`src/rtl/xf_pkg.sv`:
```
package xf_pkg;

    localparam int unsigned XF_LVL_W = 5;

    typedef enum logic [2:0] {
        ST_IDLE,
        ST_RX_LO,
        ST_RX_HI,
        ST_TX_LO,
        ST_TX_HI
    } xf_state_e;

    typedef struct packed {
        logic                rx_dma_en;
        logic [XF_LVL_W-1:0] full_lvl;
        logic                tx_dma_en;
        logic [XF_LVL_W-1:0] empty_lvl;
    } xf_cfg_t;

endpackage

```
`src/rtl/xf_store.sv`:
```
module xf_store #(
    parameter int DEPTH = 32,
    parameter int DW    = 16,
    localparam int AW   = $clog2(DEPTH),
    localparam int CW   = $clog2(DEPTH + 1)
) (
    input  logic          clk,
    input  logic          rst_n,
    input  logic          clr,
    input  logic          push,
    input  logic [DW-1:0] wdata,
    input  logic          pop,
    output logic [DW-1:0] head,
    output logic [CW-1:0] occ,
    output logic          full,
    output logic          empty
);

    logic [DW-1:0] mem [DEPTH];
    logic [AW-1:0] rd_ptr;
    logic [AW-1:0] wr_ptr;

    function automatic logic [AW-1:0] bump(input logic [AW-1:0] p);
        return (p == AW'(DEPTH - 1)) ? '0 : p + AW'(1);
    endfunction

    always_ff @(posedge clk) begin
        if (push && !clr) begin
            mem[wr_ptr] <= wdata;
        end
    end

    always_ff @(posedge clk or negedge rst_n) begin
        if (!rst_n) begin
            rd_ptr <= '0;
            wr_ptr <= '0;
            occ    <= '0;
        end else if (clr) begin
            rd_ptr <= '0;
            wr_ptr <= '0;
            occ    <= '0;
        end else begin
            if (push) wr_ptr <= bump(wr_ptr);
            if (pop)  rd_ptr <= bump(rd_ptr);
            if (push && !pop)      occ <= occ + CW'(1);
            else if (pop && !push) occ <= occ - CW'(1);
        end
    end

    assign head  = mem[rd_ptr];
    assign full  = (occ == CW'(DEPTH));
    assign empty = (occ == '0);

    AST_NO_OVERFLOW: assert property (@(posedge clk) disable iff (!rst_n)
        push && !clr |-> !full);

    AST_NO_UNDERFLOW: assert property (@(posedge clk) disable iff (!rst_n)
        pop && !clr |-> !empty);

    AST_OCC_STEP: assert property (@(posedge clk) disable iff (!rst_n)
        !clr |=> (occ == $past(occ)) || (occ == $past(occ) + CW'(1))
                 || (occ + CW'(1) == $past(occ)));

endmodule

```
`src/rtl/xf_thresh.sv`:
```
module xf_thresh
    import xf_pkg::*;
#(
    parameter int CW = 6
) (
    input  logic                clk,
    input  logic                rst_n,
    input  logic                cfg_load,
    input  logic [15:0]         cfg_word,
    input  logic                active,
    input  logic                dir,
    input  logic [CW-1:0]       occ,
    output logic [XF_LVL_W-1:0] full_lvl,
    output logic                rx_req,
    output logic                tx_req,
    output logic                af_flag,
    output logic                ae_flag
);

    xf_cfg_t cfg_q;
    logic    live;
    logic    over;
    logic    under;

    always_ff @(posedge clk or negedge rst_n) begin
        if (!rst_n) begin
            cfg_q.rx_dma_en <= 1'b0;
            cfg_q.full_lvl  <= '1;
            cfg_q.tx_dma_en <= 1'b0;
            cfg_q.empty_lvl <= '0;
        end else if (cfg_load) begin
            cfg_q.rx_dma_en <= cfg_word[15];
            cfg_q.full_lvl  <= cfg_word[12:8];
            cfg_q.tx_dma_en <= cfg_word[7];
            cfg_q.empty_lvl <= cfg_word[4:0];
        end
    end

    always_comb begin
        live    = active || (occ != '0);
        over    = live && dir && (occ > CW'(cfg_q.full_lvl));
        under   = live && !dir && (occ < CW'(cfg_q.empty_lvl));
        rx_req  = over && cfg_q.rx_dma_en;
        af_flag = over && !cfg_q.rx_dma_en;
        tx_req  = under && cfg_q.tx_dma_en;
        ae_flag = under && !cfg_q.tx_dma_en;
    end

    assign full_lvl = cfg_q.full_lvl;

endmodule

```
`src/rtl/xf_engine.sv`:
```
module xf_engine
    import xf_pkg::*;
#(
    parameter int DW    = 16,
    parameter int LEN_W = 11,
    parameter int CW    = 6,
    localparam int BC_W = LEN_W + 1,
    localparam int BW   = DW / 2
) (
    input  logic                clk,
    input  logic                rst_n,
    input  logic                start,
    input  logic                start_dir,
    input  logic [LEN_W-1:0]    len_m1,
    input  logic [LEN_W-1:0]    num_m1,
    input  logic [XF_LVL_W-1:0] full_lvl,
    input  logic [CW-1:0]       occ,
    input  logic                full,
    input  logic                empty,
    input  logic [DW-1:0]       head,
    input  logic                rx_valid,
    input  logic [BW-1:0]       rx_byte,
    output logic                rx_ready,
    output logic                tx_valid,
    output logic [BW-1:0]       tx_byte,
    input  logic                tx_ready,
    output logic                wr_en,
    output logic [DW-1:0]       wr_data,
    output logic                rd_en,
    output logic                active,
    output logic                dir,
    output logic                done
);

    xf_state_e   state_q, state_d;
    logic [BC_W-1:0] len_q, num_q, bcnt_q, ncnt_q;
    logic [BW-1:0]   lo_q;
    logic        rx_fire, tx_fire, byte_fire, last_byte, last_blk;

    always_ff @(posedge clk or negedge rst_n) begin
        if (!rst_n) state_q <= ST_IDLE;
        else        state_q <= state_d;
    end

    always_comb begin
        state_d = state_q;
        unique case (state_q)
            ST_IDLE:  ;
            ST_RX_LO: if (rx_fire) state_d = last_blk ? ST_IDLE
                                           : (last_byte ? ST_RX_LO : ST_RX_HI);
            ST_RX_HI: if (rx_fire) state_d = last_blk ? ST_IDLE : ST_RX_LO;
            ST_TX_LO: if (tx_fire) state_d = last_blk ? ST_IDLE
                                           : (last_byte ? ST_TX_LO : ST_TX_HI);
            ST_TX_HI: if (tx_fire) state_d = last_blk ? ST_IDLE : ST_TX_LO;
            default:  state_d = ST_IDLE;
        endcase
        if (start) state_d = start_dir ? ST_RX_LO : ST_TX_LO;
    end

    always_comb begin
        rx_ready  = ((state_q == ST_RX_LO) && (occ <= CW'(full_lvl)) && !full)
                 || ((state_q == ST_RX_HI) && !full);
        tx_valid  = ((state_q == ST_TX_LO) || (state_q == ST_TX_HI)) && !empty;
        tx_byte   = (state_q == ST_TX_HI) ? head[DW-1:BW] : head[BW-1:0];
        rx_fire   = rx_valid && rx_ready;
        tx_fire   = tx_valid && tx_ready;
        byte_fire = rx_fire || tx_fire;
        last_byte = byte_fire && (bcnt_q == BC_W'(1));
        last_blk  = last_byte && (ncnt_q == BC_W'(1));
        wr_en     = rx_fire && ((state_q == ST_RX_HI) || last_byte);
        wr_data   = (state_q == ST_RX_HI) ? {rx_byte, lo_q} : {{BW{1'b0}}, rx_byte};
        rd_en     = tx_fire && ((state_q == ST_TX_HI) || last_byte);
        active    = (state_q != ST_IDLE);
    end

    always_ff @(posedge clk or negedge rst_n) begin
        if (!rst_n) begin
            len_q  <= '0;
            num_q  <= '0;
            bcnt_q <= '0;
            ncnt_q <= '0;
            lo_q   <= '0;
            dir    <= 1'b0;
            done   <= 1'b0;
        end else begin
            done <= last_blk && !start;
            if (start) begin
                len_q  <= BC_W'(len_m1) + BC_W'(1);
                num_q  <= BC_W'(num_m1) + BC_W'(1);
                bcnt_q <= BC_W'(len_m1) + BC_W'(1);
                ncnt_q <= BC_W'(num_m1) + BC_W'(1);
                dir    <= start_dir;
            end else if (byte_fire) begin
                if (last_byte) begin
                    bcnt_q <= len_q;
                    ncnt_q <= last_blk ? num_q : ncnt_q - BC_W'(1);
                end else begin
                    bcnt_q <= bcnt_q - BC_W'(1);
                end
            end
            if (rx_fire && (state_q == ST_RX_LO)) lo_q <= rx_byte;
        end
    end

    AST_DONE_PULSE: assert property (@(posedge clk) disable iff (!rst_n)
        done |=> !done);

    AST_TX_HOLD: assert property (@(posedge clk) disable iff (!rst_n)
        tx_valid && !tx_ready && !start |=> tx_valid && $stable(tx_byte));

    AST_RX_ROOM: assert property (@(posedge clk) disable iff (!rst_n)
        rx_valid && rx_ready |-> !full);

endmodule

```
`src/rtl/xfer_fifo.sv`:
```
module xfer_fifo
    import xf_pkg::*;
#(
    parameter int DEPTH = 32,
    parameter int DW    = 16,
    parameter int LEN_W = 11,
    localparam int CW   = $clog2(DEPTH + 1),
    localparam int BW   = DW / 2
) (
    input  logic             clk,
    input  logic             rst_n,
    input  logic             cfg_load,
    input  logic [15:0]      cfg_word,
    input  logic [LEN_W-1:0] blk_len_m1,
    input  logic [LEN_W-1:0] blk_num_m1,
    input  logic             xfer_start,
    input  logic             xfer_dir,
    input  logic             cpu_push,
    input  logic [DW-1:0]    cpu_wdata,
    input  logic             cpu_pop,
    output logic [DW-1:0]    cpu_rdata,
    input  logic             card_rx_valid,
    input  logic [BW-1:0]    card_rx_byte,
    output logic             card_rx_ready,
    output logic             card_tx_valid,
    output logic [BW-1:0]    card_tx_byte,
    input  logic             card_tx_ready,
    output logic             rx_dma_req,
    output logic             tx_dma_req,
    output logic             buf_af_flag,
    output logic             buf_ae_flag,
    output logic             xfer_done
);

    logic                q_push, q_pop, q_full, q_empty;
    logic [DW-1:0]       q_wdata, q_head;
    logic [CW-1:0]       q_occ;
    logic                eng_wr, eng_rd, eng_active, eng_dir;
    logic [DW-1:0]       eng_wdata;
    logic [XF_LVL_W-1:0] lvl_full;
    logic                cpu_push_ok, cpu_pop_ok;

    always_comb begin
        cpu_push_ok = cpu_push && !q_full && !(eng_active && eng_dir);
        cpu_pop_ok  = cpu_pop && !q_empty && !(eng_active && !eng_dir);
        q_push      = eng_wr || cpu_push_ok;
        q_wdata     = eng_wr ? eng_wdata : cpu_wdata;
        q_pop       = eng_rd || cpu_pop_ok;
    end

    assign cpu_rdata = q_head;

    xf_store #(.DEPTH(DEPTH), .DW(DW)) u_store (
        .clk   (clk),
        .rst_n (rst_n),
        .clr   (xfer_start),
        .push  (q_push),
        .wdata (q_wdata),
        .pop   (q_pop),
        .head  (q_head),
        .occ   (q_occ),
        .full  (q_full),
        .empty (q_empty)
    );

    xf_thresh #(.CW(CW)) u_thresh (
        .clk      (clk),
        .rst_n    (rst_n),
        .cfg_load (cfg_load),
        .cfg_word (cfg_word),
        .active   (eng_active),
        .dir      (eng_dir),
        .occ      (q_occ),
        .full_lvl (lvl_full),
        .rx_req   (rx_dma_req),
        .tx_req   (tx_dma_req),
        .af_flag  (buf_af_flag),
        .ae_flag  (buf_ae_flag)
    );

    xf_engine #(.DW(DW), .LEN_W(LEN_W), .CW(CW)) u_engine (
        .clk       (clk),
        .rst_n     (rst_n),
        .start     (xfer_start),
        .start_dir (xfer_dir),
        .len_m1    (blk_len_m1),
        .num_m1    (blk_num_m1),
        .full_lvl  (lvl_full),
        .occ       (q_occ),
        .full      (q_full),
        .empty     (q_empty),
        .head      (q_head),
        .rx_valid  (card_rx_valid),
        .rx_byte   (card_rx_byte),
        .rx_ready  (card_rx_ready),
        .tx_valid  (card_tx_valid),
        .tx_byte   (card_tx_byte),
        .tx_ready  (card_tx_ready),
        .wr_en     (eng_wr),
        .wr_data   (eng_wdata),
        .rd_en     (eng_rd),
        .active    (eng_active),
        .dir       (eng_dir),
        .done      (xfer_done)
    );

    AST_RX_DIR_ONLY: assert property (@(posedge clk) disable iff (!rst_n)
        rx_dma_req || buf_af_flag |-> !(tx_dma_req || buf_ae_flag));

endmodule

```
`config.mk`:
```
export PLATFORM = sky130hd
export DESIGN_NAME = xfer_fifo
export DESIGN_NICKNAME = d
export VERILOG_FILES = /design/src/rtl/xf_pkg.sv /design/src/rtl/xf_store.sv /design/src/rtl/xf_thresh.sv /design/src/rtl/xf_engine.sv /design/src/rtl/xfer_fifo.sv
export SDC_FILE = /design/constraint.sdc
export NUM_CORES = 1
export LEC_CHECK = 0
export ABC_AREA = 1
export CAP_MARGIN = 20
export CORE_MARGIN = 2
export CORE_UTILIZATION = 55
export CTS_BUF_LIST = sky130_fd_sc_hd__clkbuf_16
export DETAILED_ROUTE_END_ITERATION = 10
export DONT_BUFFER_PORTS = 1
export PLACE_DENSITY_LB_ADDON = 0.05
export SYNTH_ARGS = -nofsm -noshare
export SYNTH_HDL_FRONTEND = slang
export SYNTH_SLANG_ARGS = --single-unit
```
`constraint.sdc`:
```
create_clock -name clk -period 9.2 [get_ports clk]
set_input_delay 1.38 -clock clk [delete_from_list [all_inputs] [get_ports clk]]
set_output_delay 1.38 -clock clk [all_outputs]
set_load 0.05 [all_outputs]
```
==> flow_summary.ini, run 1 <==
[power_and_ir_drop]
powerDensity_nw_per_um2 = 262
power_frac_seq_pct = 42.9
p_comb_share_pct = 25.5
ir_drop_v = 0.000208
net-switching-power_mw = 2.53
pwr-share-clk_pct = 31.6
switching_share_pct = 33.6
power_mw = 7.51
intPower_mw = 4.98
power.leakage_nw = 10.3

[place]
place.gp.congestion = 0.834
post-place-ws_ps = 3600
postPlaceCellArea_sq_um = 26700
dpl.cell_count = 2778
dpl.hpwl_um = 38000
port_buffers = 0

[floorplan]
pin_count = 102
coreArea_sq_um = 46300
die_area_sq_um = 48400
start_util_pct = 55.5
fp.dieW_um = 220
core.rowCount = 79
die_h_um = 220

[sta]
maxSlewHeadroom_pct = 22.8
fin_ws_ps = 2970
setup_viol = 0
rsz0062_at_grt = no
whs_ps = 448
worst_clock_skew_ps = 17.1
min_period_over_period_pct = 67.7
tns_ps = 0
worst_pin_slew_ps = 1150
period_needed_ps = 6230
hold_viol_final = 0
max_freq_mhz = 161
drv_slew = 0

[run_status]
status = finished clean

[cts]
cts_buffers = 61
ctsResizeCount = 0
cts_hold_buffers = 0
cts_setup_buffers = 0
htree_levels = 2
cts_sinks = 601
cts-root-buf = clkbuf_16
clkLatencyLatePin_ps = 620
clk_pin_slew_ps = 60
clockBufferDepth = 3
tritoncts = done

[critical_path]
crit_path_end_kind = output port
path_class = reg2out
required_ps = 7820
cp_max_fo = 62
cp.arrival_ps = 4850
cp-start-kind = register

[global_routing]
antenna_found_initial = 0
grt_overflow = 0
grt_pass1_vias = 16800
grt_max_degree = 117
grt_usage_pct = 28.1
grt_pass1_wl_um = 101000

[final_layout]
area_growth_pct = 11.7
antenna_cells = 0
finalNonFillerCells = 2893
layout-drive-gt1-share_pct = 11.2
mostFrequentLayoutCell = edfxtp_1
fin_area_sq_um = 28700
utilization_pct = 62.0
final_nets = 2332
final_cell_mix = 512 x edfxtp_1, 358 x nor2_1, 322 x o21ai_0, 242 x nand2_1, 137 x o22ai_1

[route]
drt_first_pass_iters = 5
wl_per_cell_um = 23.1
drt_iter0_markers = 1493
drc = 0
wl_um = 66700
vias = 17300
drtAntennaViolNets = 0
vias_per_cell = 5.99

[synth]
ys.warnings.count = 0
syn_area_per_cell_sq_um = 11.6
async_flop_share_pct = 14.8
yosysSeqAreaShare_pct = 68.6
synth_nets = 2319
synth_seq_cells = 601
synth_edf_count = 512
ys_types = 53
synthCells = 2221
ys.flop_type = edfxtp_1
netlist_area_sq_um = 25700

[hold_path]
min_path_type = in2async

[run]
drv_cap = 0
## sequential cells by signal (all words and copies together) (netlist names)
name	flops
u_engine.ncnt_q	12
u_engine.lo_q	8
u_engine.done	1
u_engine.len_q	12
u_engine.bcnt_q	12
u_store.mem	512
u_store.rd_ptr	5
u_engine.num_q	12
u_engine.dir	1
u_engine.state_q	3
u_thresh.full_lvl	5
u_thresh.cfg_q	7
u_store.occ	6
u_store.wr_ptr	5
## critical path, cell delays in order (launching register included)
cell,delay (ps)
dfrtp_4,660
clkinv_2,620
buf_4,670
o21ai_0,180
o22ai_1,330
nor2_1,70
o22ai_1,410
nand2_1,100
nand2_1,480
nor2_1,110
a31oi_1,230
buf_4,240
## cell families after synthesis
kind of cell / synth area share, %
buffers and inverters: 3.57
AND/OR/NAND/NOR: 11.5
AO/OA/AOI/OAI: 12.9
flip-flops: 68.6
multiplexers: 1.29
adder cells (fa/ha/maj): 1.35
XOR/XNOR: 0.819
## synthesized netlist by cell type, types with 16 or more instances
cell      count  area, sq um
a31oi_1      23          144
xor2_1       16          140
o21ai_0     330         1650
a21oi_1      35          175
nand2_1     242          908
nor3_1       30          150
o221ai_1     20          175
ha_1         26          325
inv_1        92          345
dfrtp_1      84         2100
nand3_1      43          215
edfxtp_1    512        15400
buf_2        18         90.1
mux2i_1      32          320
nor2_1      363         1360
o22ai_1     137          857
clkbuf_1     97          364
## path summary, 6_finish.rpt
kind	startpoint	end	slack, ps	depth (start not counted)
max in group asynchronous	rst_n	u_thresh.full_lvl[1]$_DFFE_PN1P_	8460	0
worst max register to register	u_engine.state_q[1]$_DFFE_PN0P_	u_store.mem[2][3]$_DFFE_PP_	5040	14
min in group clk	u_engine.num_q[1]$_DFFE_PN0P_	u_engine.num_q[1]$_DFFE_PN0P_	470	2
worst min register to register	u_engine.num_q[1]$_DFFE_PN0P_	u_engine.num_q[1]$_DFFE_PN0P_	470	2
worst min-delay path	rst_n	u_engine.num_q[2]$_DFFE_PN0P_	450	0
worst max-delay path	u_store.rd_ptr[1]$_DFFE_PN0P_	card_tx_byte[6]	2970	11
## layout make-up
class	instances	area (sq um)
repair buffers	73	563
well taps	607	759
inverters	108	412
clock buffers	63	1580
clock inverters	52	345
multi-input cells	1389	7390
flip-flops and latches	601	17600
fillers	3711	17600
## power groups by stage
stage / Combinational (mW) / Sequential, mW / Clock, mW
finish: 1.91 / 3.22 / 2.37
global route: 2.10 / 3.23 / 2.52
CTS: 1.92 / 3.22 / 2.41
detailed placement: 1.91 / 3.28 / 0
global placement: 1.88 / 3.27 / 0
floorplan: 1.40 / 3.23 / 0
## metal layers
metal / wire (um) / track usage (%)
met5: 0 / 0
met4: 2030 / 9.44
met3: 5210 / 5.33
met2: 32300 / 46.0
met1: 27100 / 37.9
Power figures use the tool's default switching activity.
==> inputs of run 2 (changes only) <==
==> constraint.sdc (replaced) <==
create_clock -name clk -period 5.2 [get_ports clk]
set_input_delay 0.78 -clock clk [delete_from_list [all_inputs] [get_ports clk]]
set_output_delay 0.78 -clock clk [all_outputs]
set_load 0.05 [all_outputs]
==> run 2 against run 1 <==
  * Clock skew down 6.8 ps
  * Critical endpoint is now card_tx_byte[7]
  * Largest cell class unchanged
  * Register-to-register slack got worse by 3800 ps
  * Via count increased by 0.96%
  * Worst setup slack worse by 2400 ps
  * Total power grew 78%
  * Cell area grew 0.31%
  * Clock power is 73% higher
  * Flip-flop and latch count did not move
  * Sequential share of layout area shrank 0.19 points
  * Die area unchanged
  * Wire length is 2.5% lower
==> flow_summary.ini, run 2 (same netlist as run 1, synthesis figures left out) <==
[global_routing]
grt_overflow = 0
grt_pass1_wl_um = 99400
antenna_found_initial = 0
grt_pass1_vias = 17000
grt_max_degree = 121
grt_usage_pct = 27.4

[sta]
setup_viol = 0
rsz0062_at_grt = no
hold_viol_final = 0
maxSlewHeadroom_pct = 29.2
worst_pin_slew_ps = 1060
tns_ps = 0
max_freq_mhz = 215
whs_ps = 49.7
fin_ws_ps = 546
min_period_over_period_pct = 89.5
period_needed_ps = 4650
worst_clock_skew_ps = 10.3
drv_slew = 0

[critical_path]
crit_buf_inv = 2
crit_path_max_incr_delay_ps = 730
cpLargestDelayFamily = compound AO/OA/AOI/OAI gates
crit_path_end_kind = output port
cp.arrival_ps = 3870
required_ps = 4420
cp_max_fo = 70
cp_slowest_cell = dfrtp_4
path_class = reg2out
crit_top_cell = nand2_1
path_cells = inv_6, buf_12, o21ai_0, o22ai_1, o21ai_0, o22ai_1, nand2_1, o31ai_2, nand2_1, nand2_1
cp-start-kind = register

[cts]
clkLatencyLatePin_ps = 620
htree_levels = 2
clk_pin_slew_ps = 60
cts-root-buf = clkbuf_16
tritoncts = done
cts_sinks = 601
clockBufferDepth = 3
cts_buffers = 61

[floorplan]
coreArea_sq_um = 46300
pin_count = 102
die_area_sq_um = 48400
core.rowCount = 79
fp.dieW_um = 220
start_util_pct = 55.5
die_h_um = 220

[place]
port_buffers = 0
dpl.hpwl_um = 38800
post-place-ws_ps = 1190
place.gp.congestion = 0.851

[route]
drtAntennaViolNets = 0
drc = 0
drt_iter0_markers = 1651
drt_first_pass_iters = 7
wl_per_cell_um = 22.4
wl_um = 65100
vias = 17500
vias_per_cell = 6.04

[power_and_ir_drop]
power.leakage_nw = 10.3
powerDensity_nw_per_um2 = 464
power_mw = 13.4
ir_drop_v = 0.000395

[final_layout]
mostFrequentLayoutCell = edfxtp_1
area_growth_pct = 12.1
antenna_cells = 0
regMostFlops = u_store.mem
final_cell_mix = 512 x edfxtp_1, 358 x nor2_1, 322 x o21ai_0, 242 x nand2_1, 137 x o22ai_1
final_nets = 2341
fillCellCount = 3767
utilization_pct = 62.2
multiInputGateArea_sq_um = 7400
largest_register_ffs = 512
layout-drive-gt1-share_pct = 11.0
regArea_sq_um = 17600

[run_status]
status = finished clean

[run]
drv_cap = 0

[hold_path]
min_path_type = in2async
-- run 2: cell types whose count changed in the layout (fill, tap and decap cells not counted), moves of 2 or more --
cell	previous run	this run
clkinv_2	15	11
buf_4	71	74
clkbuf_16	63	61
buf_12	0	6
buf_8	2	0
inv_1	102	110
clkinvlp_4	6	1
-- run 2: where the power goes --
group	total [mW]	switching (mW)	internal, mW
Sequential	5.71	0.200	5.51
Clock	4.11	1.80	2.31
Combinational	3.53	2.53	0.997
Total	13.4	4.53	8.82
-- run 2: final timing paths --
path | slack, ps | endpoint | depth (start not counted) | startpoint
worst min-delay path | 50 | u_engine.num_q[3]$_DFFE_PN0P_ | 1 | rst_n
worst min register to register | 460 | u_engine.num_q[1]$_DFFE_PN0P_ | 2 | u_engine.num_q[1]$_DFFE_PN0P_
max in group asynchronous | 4300 | u_thresh.full_lvl[4]$_DFFE_PN1P_ | 1 | rst_n
worst max register to register | 1230 | u_store.mem[13][1]$_DFFE_PP_ | 13 | u_engine.state_q[1]$_DFFE_PN0P_
worst max-delay path | 550 | card_tx_byte[7] | 10 | u_store.rd_ptr[0]$_DFFE_PN0P_
min in group clk | 240 | u_thresh.full_lvl[1]$_DFFE_PN1P_ | 1 | cfg_load
-- run 2: stage by stage --
step                      area [sq um]  std cells
after floorplan                  25700       2221
after global placement           26900       2785
after detailed placement         26900       2785
after CTS                        28800       2900
after global routing             28800       2900
final                            28800       2900
-- run 2: area by class of cell --
cell class / count / area share (%)
timing repair buffer: 82 / 2.48
clock buffer: 61 / 5.31
clock inverter: 52 / 1.14
multi-input combinational: 1389 / 25.7
tap: 607 / 2.64
inverter: 108 / 1.43
sequential: 601 / 61.3
-- run 2: repair_timing --
action / 4_1_cts / 5_1_grt
hold buffers: 2 / 0
endpoints found under the hold margin: 84 / 0
gates resized for setup: 0 / 0
buffers inserted: 0 / 0
-- run 2: metal layers --
metal	GRT usage (%)	vias up	routed length, um
li1	-	8068	-
met1	37.6	8745	27700
met2	44.7	572	31200
met3	4.44	120	4040
met4	9.44	0	2110
met5	0	-	0
==> inputs of run 3 (changes only) <==
--- a/config.mk
+++ b/config.mk
@@ -8,7 +8,7 @@
 export ABC_AREA = 1
 export CAP_MARGIN = 20
 export CORE_MARGIN = 2
-export CORE_UTILIZATION = 55
+export CORE_UTILIZATION = 45
 export CTS_BUF_LIST = sky130_fd_sc_hd__clkbuf_16
 export DETAILED_ROUTE_END_ITERATION = 10
 export DONT_BUFFER_PORTS = 1
==> run 3 against run 2 <==
  * Clock power grew 10%
  * Cell area grew 1.9%
  * Total power grew 3.3%
  * Count of clock-buffer cells in the layout grew 10
  * Non-clock buffer count grew 19
  * Critical path depth is the same
  * Sequential power is essentially flat
  * Via count shrank 0.35%
  * Sequential share of layout area shrank 1.2 points
  * Clock skew grew 15 ps
  * Critical endpoint is now card_tx_byte[0]
==> flow_summary.ini, run 3 (same netlist as run 1, synthesis figures left out) <==
[run_status]
status = finished clean

[hold_path]
min_path_type = in2async

[final_layout]
regMostFlops = u_store.mem
fin_area_sq_um = 29300
final_nets = 2365
area_growth_pct = 14.2
antenna_cells = 0
fillCellCount = 5071
mostFrequentLayoutCell = edfxtp_1
layout-drive-gt1-share_pct = 12.2
largest_register_ffs = 512
final_cell_mix = 512 x edfxtp_1, 358 x nor2_1, 322 x o21ai_0, 242 x nand2_1, 137 x o22ai_1
finalNonFillerCells = 3073

[critical_path]
path_class = reg2out
cp.arrival_ps = 3960
cp_max_fo = 83
crit_path_end_kind = output port
required_ps = 4420
rr_worst_depth = 15
cp-start-kind = register

[cts]
clkLatencyLatePin_ps = 590
cts-root-buf = clkbuf_16
cts_sinks = 601
tritoncts = done
clk_pin_slew_ps = 60
clockBufferDepth = 3
cts_setup_buffers = 0
htree_levels = 3
ctsResizeCount = 0
cts_buffers = 66

[power_and_ir_drop]
power.leakage_nw = 10.5
switching_share_pct = 33.4
power_mw = 13.8
pwr-share-clk_pct = 32.8
ir_drop_v = 0.000299
net-switching-power_mw = 4.61
power_frac_seq_pct = 41.3
p_comb_share_pct = 25.9
intPower_mw = 9.19
powerDensity_nw_per_um2 = 471

[sta]
hold_viol_final = 0
worst_clock_skew_ps = 25.8
period_needed_ps = 4740
maxSlewHeadroom_pct = 26.4
max_freq_mhz = 211
drv_slew = 0
rsz0062_at_grt = no
whs_ps = 43.9
worst_pin_slew_ps = 1100
tns_ps = 0
min_period_over_period_pct = 91.2
setup_viol = 0

[global_routing]
grt_overflow = 0
grt_max_degree = 114
grt_usage_pct = 24.1
grt_pass1_vias = 17200
antenna_found_initial = 0
grt_pass1_wl_um = 107000

[floorplan]
coreArea_sq_um = 56400
start_util_pct = 45.5
die_area_sq_um = 58900
core.rowCount = 87
pin_count = 102
die_h_um = 243
fp.dieW_um = 243

[route]
wl_per_cell_um = 23.1
vias = 17400
drt_iter0_markers = 1417
wl_um = 71000
drc = 0
drt_first_pass_iters = 6
vias_per_cell = 5.68
drtAntennaViolNets = 0

[place]
postPlaceCellArea_sq_um = 27200
port_buffers = 0
dpl.cell_count = 2953
dpl.hpwl_um = 42100
place.gp.congestion = 0.805

[run]
drv_cap = 0
-- run 3: cell count changes in the layout (fill, tap and decap cells not counted), sizes merged --
cell         change
buf             +20
clkbuf          +10
inv              -5
dlygate4sd3      -1
-- run 3: metrics by stage --
stage | setup WS (ps) | util (%)
floorplan | 1310 | -
global placement | 1120 | 48.2
detailed placement | 1140 | 48.2
CTS | 490 | 51.9
global route | 330 | 52.0
finish | 456 | 52.0
-- run 3: area by class of cell --
type | instances | area, sq um | area share [%]
inverters | 108 | 412 | 1.40
clock buffers | 71 | 1780 | 6.06
repair buffers | 101 | 848 | 2.89
well taps | 756 | 946 | 3.23
multi-input cells | 1389 | 7390 | 25.2
flip-flops and latches | 601 | 17600 | 60.1
clock inverters | 47 | 313 | 1.07
-- run 3: power groups by stage --
stage | sequential (mW) | combinational [mW] | clock (mW)
6_report | 5.71 | 3.57 | 4.52
5_1_grt | 5.73 | 3.91 | 4.81
4_1_cts | 5.71 | 3.59 | 4.62
3_5_place_dp | 5.80 | 3.56 | 0
3_3_place_gp | 5.80 | 3.52 | 0
2_1_floorplan | 5.71 | 2.48 | 0
-- run 3: final timing paths --
| path | start | to | slack [ps] |
|---|---|---|---|
| max | u_store.rd_ptr[0]$_DFFE_PN0P_ | card_tx_byte[0] | 460 |
| min | rst_n | u_thresh.full_lvl[0]$_DFFE_PN1P_ | 40 |
| max reg2reg | u_thresh.full_lvl[3]$_DFFE_PN1P_ | u_store.mem[11][4]$_DFFE_PP_ | 1340 |
| min reg2reg | u_engine.num_q[1]$_DFFE_PN0P_ | u_engine.num_q[1]$_DFFE_PN0P_ | 470 |
| max in group asynchronous | rst_n | u_store.rd_ptr[1]$_DFFE_PN0P_ | 4710 |
| min in group clk | cfg_load | u_thresh.full_lvl[1]$_DFFE_PN1P_ | 260 |
-- run 3: repair_timing --
item | CTS | global route
setup endpoints to repair | 0 | 0
hold endpoints to repair | 84 | 0
hold buffers | 1 | 0
-- run 3: per-layer routing --
| layer | share of wire (%) | track usage (%) | up-vias |
|---|---|---|---|
| li1 | - | - | 8124 |
| met1 | 44 | 33.4 | 8684 |
| met2 | 47 | 39.3 | 553 |
| met3 | 6.7 | 3.99 | 82 |
| met4 | 2.2 | 7.16 | 0 |
| met5 | 0 | 0 | - |
-- run 3: worst max-delay path: stages (launching register included) --
cell and delay, ps:
dfrtp_4 720, inv_6 390, buf_12 350, o21ai_0 130, o22ai_1 230, o21ai_0 110
o22ai_1 410, nand2_1 130, o31ai_2 190, nand2_1 140, nand2_1 400
